[config.mk]
export PLATFORM = sky130hd
export DESIGN_NAME = intr_ctrl
export DESIGN_NICKNAME = d
export VERILOG_FILES = /design/src/rtl/intr_pkg.sv /design/src/rtl/intr_nmi_edge.sv /design/src/rtl/intr_flags.sv /design/src/rtl/intr_vector.sv /design/src/rtl/intr_ctrl.sv
export SDC_FILE = /design/constraint.sdc
export NUM_CORES = 1
export LEC_CHECK = 0
export ABC_CLOCK_PERIOD_IN_PS = 2500
export BUFFER_PORTS_ARGS = -buffer_cell sky130_fd_sc_hd__buf_2
export CORE_UTILIZATION = 35
export DETAILED_ROUTE_END_ITERATION = 10
export GPL_TIMING_DRIVEN = 0
export MAX_ROUTING_LAYER = met4
export SLEW_MARGIN = 20
export SYNTH_ARGS = -nofsm -noshare
export SYNTH_HDL_FRONTEND = slang
export SYNTH_SLANG_ARGS = --single-unit
[constraint.sdc]
create_clock -name clk_i -period 2.5 [get_ports clk_i]
set_input_delay 0.25 -clock clk_i [delete_from_list [all_inputs] [get_ports clk_i]]
set_output_delay 0.25 -clock clk_i [all_outputs]
set_load 0.01 [all_outputs]
[src/rtl/intr_pkg.sv]
package intr_pkg;
   typedef enum logic [1:0] {
      MODE_RST   = 2'd0,
      MODE_FIXED = 2'd1,
      MODE_TABLE = 2'd2
   } intr_mode_t;
endpackage

[src/rtl/intr_nmi_edge.sv]
module intr_nmi_edge (
   input  logic clk_i,
   input  logic rst_ni,
   input  logic nmi_ni,
   input  logic clr_i,
   output logic pend_o
);
   logic nmi_q;
   logic fall_w;

   assign fall_w = nmi_q & ~nmi_ni;

   always_ff @(posedge clk_i) begin
      if (!rst_ni) begin
         nmi_q  <= 1'b1;
         pend_o <= 1'b0;
      end else begin
         nmi_q <= nmi_ni;
         if (fall_w)     pend_o <= 1'b1;
         else if (clr_i) pend_o <= 1'b0;
      end
   end
endmodule

[src/rtl/intr_flags.sv]
module intr_flags
   import intr_pkg::*;
(
   input  logic       clk_i,
   input  logic       rst_ni,
   input  logic       nmi_take_i,
   input  logic       mi_take_i,
   input  logic       ei_i,
   input  logic       di_i,
   input  logic       retn_i,
   input  logic       im0_i,
   input  logic       im1_i,
   input  logic       im2_i,
   output logic       iff1_o,
   output logic       iff2_o,
   output intr_mode_t mode_o
);
   always_ff @(posedge clk_i) begin
      if (!rst_ni) begin
         iff1_o <= 1'b0;
         iff2_o <= 1'b0;
         mode_o <= MODE_RST;
      end else begin
         if (nmi_take_i) begin
            iff2_o <= iff1_o;
            iff1_o <= 1'b0;
         end else if (mi_take_i) begin
            iff1_o <= 1'b0;
            iff2_o <= 1'b0;
         end else if (ei_i) begin
            iff1_o <= 1'b1;
            iff2_o <= 1'b1;
         end else if (di_i) begin
            iff1_o <= 1'b0;
            iff2_o <= 1'b0;
         end else if (retn_i) begin
            iff1_o <= iff2_o;
         end
         if (im2_i)      mode_o <= MODE_TABLE;
         else if (im1_i) mode_o <= MODE_FIXED;
         else if (im0_i) mode_o <= MODE_RST;
      end
   end
endmodule

[src/rtl/intr_vector.sv]
module intr_vector
   import intr_pkg::*;
#(
   parameter int unsigned              DATA_W     = 8,
   parameter int unsigned              ADDR_W     = 16,
   parameter logic [ADDR_W-1:0]        FIXED_ADDR = 16'h0038,
   parameter logic [DATA_W-1:0]        RST_SEL    = 8'h38,
   parameter logic [DATA_W-1:0]        RST_OPMASK = 8'hC7
) (
   input  intr_mode_t        mode_i,
   input  logic [DATA_W-1:0] page_i,
   input  logic [DATA_W-1:0] dev_i,
   output logic [ADDR_W-1:0] vec_o,
   output logic              table_o,
   output logic              bad_o
);
   localparam int unsigned PAD_W = ADDR_W - DATA_W;

   generate
      if (ADDR_W != 2 * DATA_W) begin : g_bad_width
         initial $error("intr_vector: ADDR_W must be twice DATA_W");
      end
   endgenerate

   always_comb begin
      vec_o   = FIXED_ADDR;
      table_o = 1'b0;
      bad_o   = 1'b0;
      unique case (mode_i)
         MODE_TABLE: begin
            vec_o   = {page_i, dev_i};
            table_o = 1'b1;
         end
         MODE_FIXED: vec_o = FIXED_ADDR;
         default: begin
            vec_o = {{PAD_W{1'b0}}, dev_i & RST_SEL};
            bad_o = (dev_i & RST_OPMASK) != RST_OPMASK;
         end
      endcase
   end
endmodule

[src/rtl/intr_ctrl.sv]
module intr_ctrl
   import intr_pkg::*;
#(
   parameter int unsigned       DATA_W     = 8,
   parameter int unsigned       ADDR_W     = 16,
   parameter logic [ADDR_W-1:0] NMI_ADDR   = 16'h0066,
   parameter logic [ADDR_W-1:0] FIXED_ADDR = 16'h0038
) (
   input  logic              clk_i,
   input  logic              rst_ni,
   input  logic              boundary_i,
   input  logic              int_req_ni,
   input  logic              nmi_ni,
   input  logic              op_ei_i,
   input  logic              op_di_i,
   input  logic              op_im0_i,
   input  logic              op_im1_i,
   input  logic              op_im2_i,
   input  logic              op_retn_i,
   input  logic [DATA_W-1:0] page_i,
   input  logic [DATA_W-1:0] dev_byte_i,
   output logic              ack_o,
   output logic              take_o,
   output logic              take_nmi_o,
   output logic [ADDR_W-1:0] target_o,
   output logic              via_table_o,
   output logic              bad_op_o,
   output logic              iff1_o,
   output logic              iff2_o,
   output logic [1:0]        mode_o
);
   generate
      if (DATA_W < 8) begin : g_small_data
         initial $error("intr_ctrl: DATA_W must be at least 8");
      end
   endgenerate

   logic              nmi_pend;
   logic              nmi_go;
   logic              mi_go;
   logic              ack_q;
   intr_mode_t        mode;
   logic [ADDR_W-1:0] vec_w;
   logic              table_w;
   logic              bad_w;

   assign nmi_go = boundary_i & nmi_pend & ~ack_q;
   assign mi_go  = boundary_i & ~int_req_ni & iff1_o & ~nmi_pend & ~ack_q;

   intr_nmi_edge u_edge (
      .clk_i  (clk_i),
      .rst_ni (rst_ni),
      .nmi_ni (nmi_ni),
      .clr_i  (nmi_go),
      .pend_o (nmi_pend)
   );

   intr_flags u_flags (
      .clk_i      (clk_i),
      .rst_ni     (rst_ni),
      .nmi_take_i (nmi_go),
      .mi_take_i  (mi_go),
      .ei_i       (op_ei_i),
      .di_i       (op_di_i),
      .retn_i     (op_retn_i),
      .im0_i      (op_im0_i),
      .im1_i      (op_im1_i),
      .im2_i      (op_im2_i),
      .iff1_o     (iff1_o),
      .iff2_o     (iff2_o),
      .mode_o     (mode)
   );

   intr_vector #(
      .DATA_W     (DATA_W),
      .ADDR_W     (ADDR_W),
      .FIXED_ADDR (FIXED_ADDR),
      .RST_SEL    (DATA_W'(8'h38)),
      .RST_OPMASK (DATA_W'(8'hC7))
   ) u_vec (
      .mode_i  (mode),
      .page_i  (page_i),
      .dev_i   (dev_byte_i),
      .vec_o   (vec_w),
      .table_o (table_w),
      .bad_o   (bad_w)
   );

   always_ff @(posedge clk_i) begin
      if (!rst_ni) begin
         ack_q       <= 1'b0;
         take_o      <= 1'b0;
         take_nmi_o  <= 1'b0;
         target_o    <= '0;
         via_table_o <= 1'b0;
         bad_op_o    <= 1'b0;
      end else begin
         ack_q      <= mi_go;
         take_o     <= nmi_go | ack_q;
         take_nmi_o <= nmi_go;
         if (nmi_go) begin
            target_o    <= NMI_ADDR;
            via_table_o <= 1'b0;
            bad_op_o    <= 1'b0;
         end else if (ack_q) begin
            target_o    <= vec_w;
            via_table_o <= table_w;
            bad_op_o    <= bad_w;
         end
      end
   end

   assign ack_o  = ack_q;
   assign mode_o = mode;
endmodule

==> impl_results.md <==
* Largest net degree at the start of global routing at 16
* Vias in the first global route at 906
* Global Route Usage Sum at 0.153
* CP Max Fanout at 10
* RSZ-0062 raised after global routing: no
* Delay of the slowest cell on the worst path at 0.42 ns
* CTS root buf: clkbuf_4
* Clock latency on the worst-skew pair at 0.31 ns
* Critical path launch point type: flop
* Final ANT Viol Nets at 0
* Setup TNS at 0 ns
* Psw at 0.184 mW
* Final Hold Slack at 0.0892 ns
* PwrDens at 539 nW/um^2
* Static leakage at 0.638 nW
* Mapped Avg Cell Area at 9.75 sq um
* Most frequent cells in the layout: buf_2 (52), dfxtp_1 (27), nor2_1 (18)
* DRT Wirelength at 2220 um
* Relative slew slack at 0.801
* Worst Tran Pin Value at 0.297 ns
* Max Cap Viol at 0
* Worst Path Required at 2.73 ns
* Sink Count at 27
* Largest Register: target_o
* Vias at 944
* Hold_sp: int_req_ni
* Starting Density at 0.375
* Max Slew Vio Count at 0
* Tot Pwr at 0.736 mW
* Nets at 192
* Global-route wire length before repair at 3820 um
* Met1 GRT Util at 0.188
* Total global routing overflow at 0
* RR Endpoint: target_o[10]
* Fmax at 682 MHz
* Port Buffers at 51
* GRT Max-Usage Layer: met2
* Fin crit share at 0.586
* Hold Vio Cnt, Final at 0
* Final Setup Violations at 0
* Top flop regs: target_o: 16 flops, u_flags.mode_o: 2 flops
* #FFs+latches synth at 27
* Die Ht at 56.6 um
* H-tree Lvls at 1
* Data arrival time of the worst path at 1.69 ns
* Reg power frac at 0.619
* Post-Syn Instances at 107
* Top cell type's share of synthesized area at 0.518
* Worst vdd ir at 0.359 mV
* Worst Setup Path Type: reg2reg
* Post-synthesis sequential area ratio at 0.518
* Mapped cell area at 1040 sq um
* DRC violation count after routing at 0
* Skew final at 0.00218 ns
* Row count at 19
* Worst Hold End: ack_o
* Commonest non-fill, non-tap cell in the layout: buf_2
* N_diodes at 0
* Clock power share at 0.250
* Synthesis Warnings at 0
* Vias per inst at 4.89
* CTS tree: built
* Storage cell area at 541 sq um
* Cell variety after synth at 29
* Cell internal pwr at 0.552 mW
* Gate power share at 0.132
* Crit-path cells: inv_1, ha_1, and2_2, buf_2, a22oi_1, nor2_1
* Final min period at 1.47 ns
* Die ar. at 3200 sq um
* Hold/Removal Path Class: in2reg
* Mapped Nets at 136
* R2R depth at 6
* Drt pass-1 iters at 4
* Layout cells sized above 1 at 0.426
* I/O Pins at 52
* Worst-path clk slew at 0.14 ns
* Largest area contributor in the netlist: dfxtp_1
* Total CTS buffers at 3
* Largest register FFs at 16
* Clock Tree Buf Depth at 2
* Initial antenna violation count at 0
* Hold Buf Count CTS at 0
* R2r setup slk at 1.03 ns
* CP endpoint kind: flop
* GR Util met2 at 0.257
* Critical R2R Launch: u_flags.mode_o[0]
* DRT iter0 DRCs at 18
* Status: finished clean
* Synth area leaders: dfxtp_1 (52%), a22oi_1 (9.4%), nor2_1 (6.5%), a21oi_1 (3.8%), a311oi_2 (2.9%)
* Multi-input gate area at 438 sq um
* Die width at 56.6 um
* Wire per inst at 11.5 um
* Slowest CP cell: dfxtp_1
* CP startpoint: u_flags.mode_o[0]
* FILL cells at 290
* Core Area at 2780 sq um
* RD Place Congestion at 0.693
* Hold path depth at 2
* Post_cts resized at 0
* Final core occ at 0.491
* Post CTS Setup Buffer Count at 0
* Area grow syn2layout at 30.8%
* HPWL after DPL at 1720 um
* Global Route met3 Usage at 0.0276
* Switch share at 0.250
power by group through the flow:
stage | registers (mW) | clock network [mW] | logic (mW)
2_1_floorplan | 0.470 | 0 | 0.0473
3_3_place_gp | 0.464 | 0 | 0.0961
3_5_place_dp | 0.464 | 0 | 0.0975
4_1_cts | 0.455 | 0.190 | 0.0983
5_1_grt | 0.458 | 0.211 | 0.108
6_report | 0.455 | 0.184 | 0.0968
per-layer routing:
metal  share of wire  up-vias
met5               0        -
met4               0        0
met3           0.069        0
met2            0.46       37
met1            0.47      420
li1                -      487
Yosys cell counts (all sizes together):
library cell / n
mux2: 1
buf: 4
o22ai: 1
nor3: 3
nand2: 3
o32ai: 1
nor4: 1
o21ai: 3
nor2: 18
or2b: 1
nand4: 1
a21oi: 10
and2: 1
mux2i: 1
clkinv: 1
nand3b: 1
a311oi: 3
ha: 2
dfxtp: 27
a22oi: 13
nor2b: 1
nand2b: 3
inv: 7
critical path: cells and delay by family, from the launching register on:
family | cells | cell delay [ns]
flops | 1 | 0.42
simple gates | 2 | 0.30
buf+inv | 2 | 0.24
fa+ha+maj | 1 | 0.23
compound gates | 1 | 0.19
kinds of logic after synthesis:
kind of cell,synth area share
fa+ha+maj,0.0240
compound gates,0.222
buf+inv,0.0623
flops,0.518
simple gates,0.153
mux,0.0204
area by class of cell:
cell class | count | area share
sequential | 27 | 0.396
multi-input combinational | 68 | 0.321
timing repair buffer | 51 | 0.187
tap | 31 | 0.0284
buffer | 4 | 0.0257
inverter | 8 | 0.0220
clock buffer | 3 | 0.0165
clock inverter | 1 | 0.00367
metrics by stage:
stage,instances,cell area [sq um],setup WS [ns]
3_3_place_gp,189,1340,1.10
6_report,193,1370,1.03
2_1_floorplan,107,1040,1.16
5_1_grt,193,1370,0.933
3_5_place_dp,189,1340,1.06
4_1_cts,193,1370,1.04
worst max-delay path by stage:
stage                               to  slack [ns]  depth (start not counted)
after floorplan           target_o[10]        1.16                          6
after global routing       target_o[7]        0.93                          6
after global placement    target_o[15]        1.10                          6
after CTS                 target_o[10]        1.04                          6
final                     target_o[10]        1.03                          6
after detailed placement  target_o[10]        1.06                          6
(Power assumes the default switching activity.)
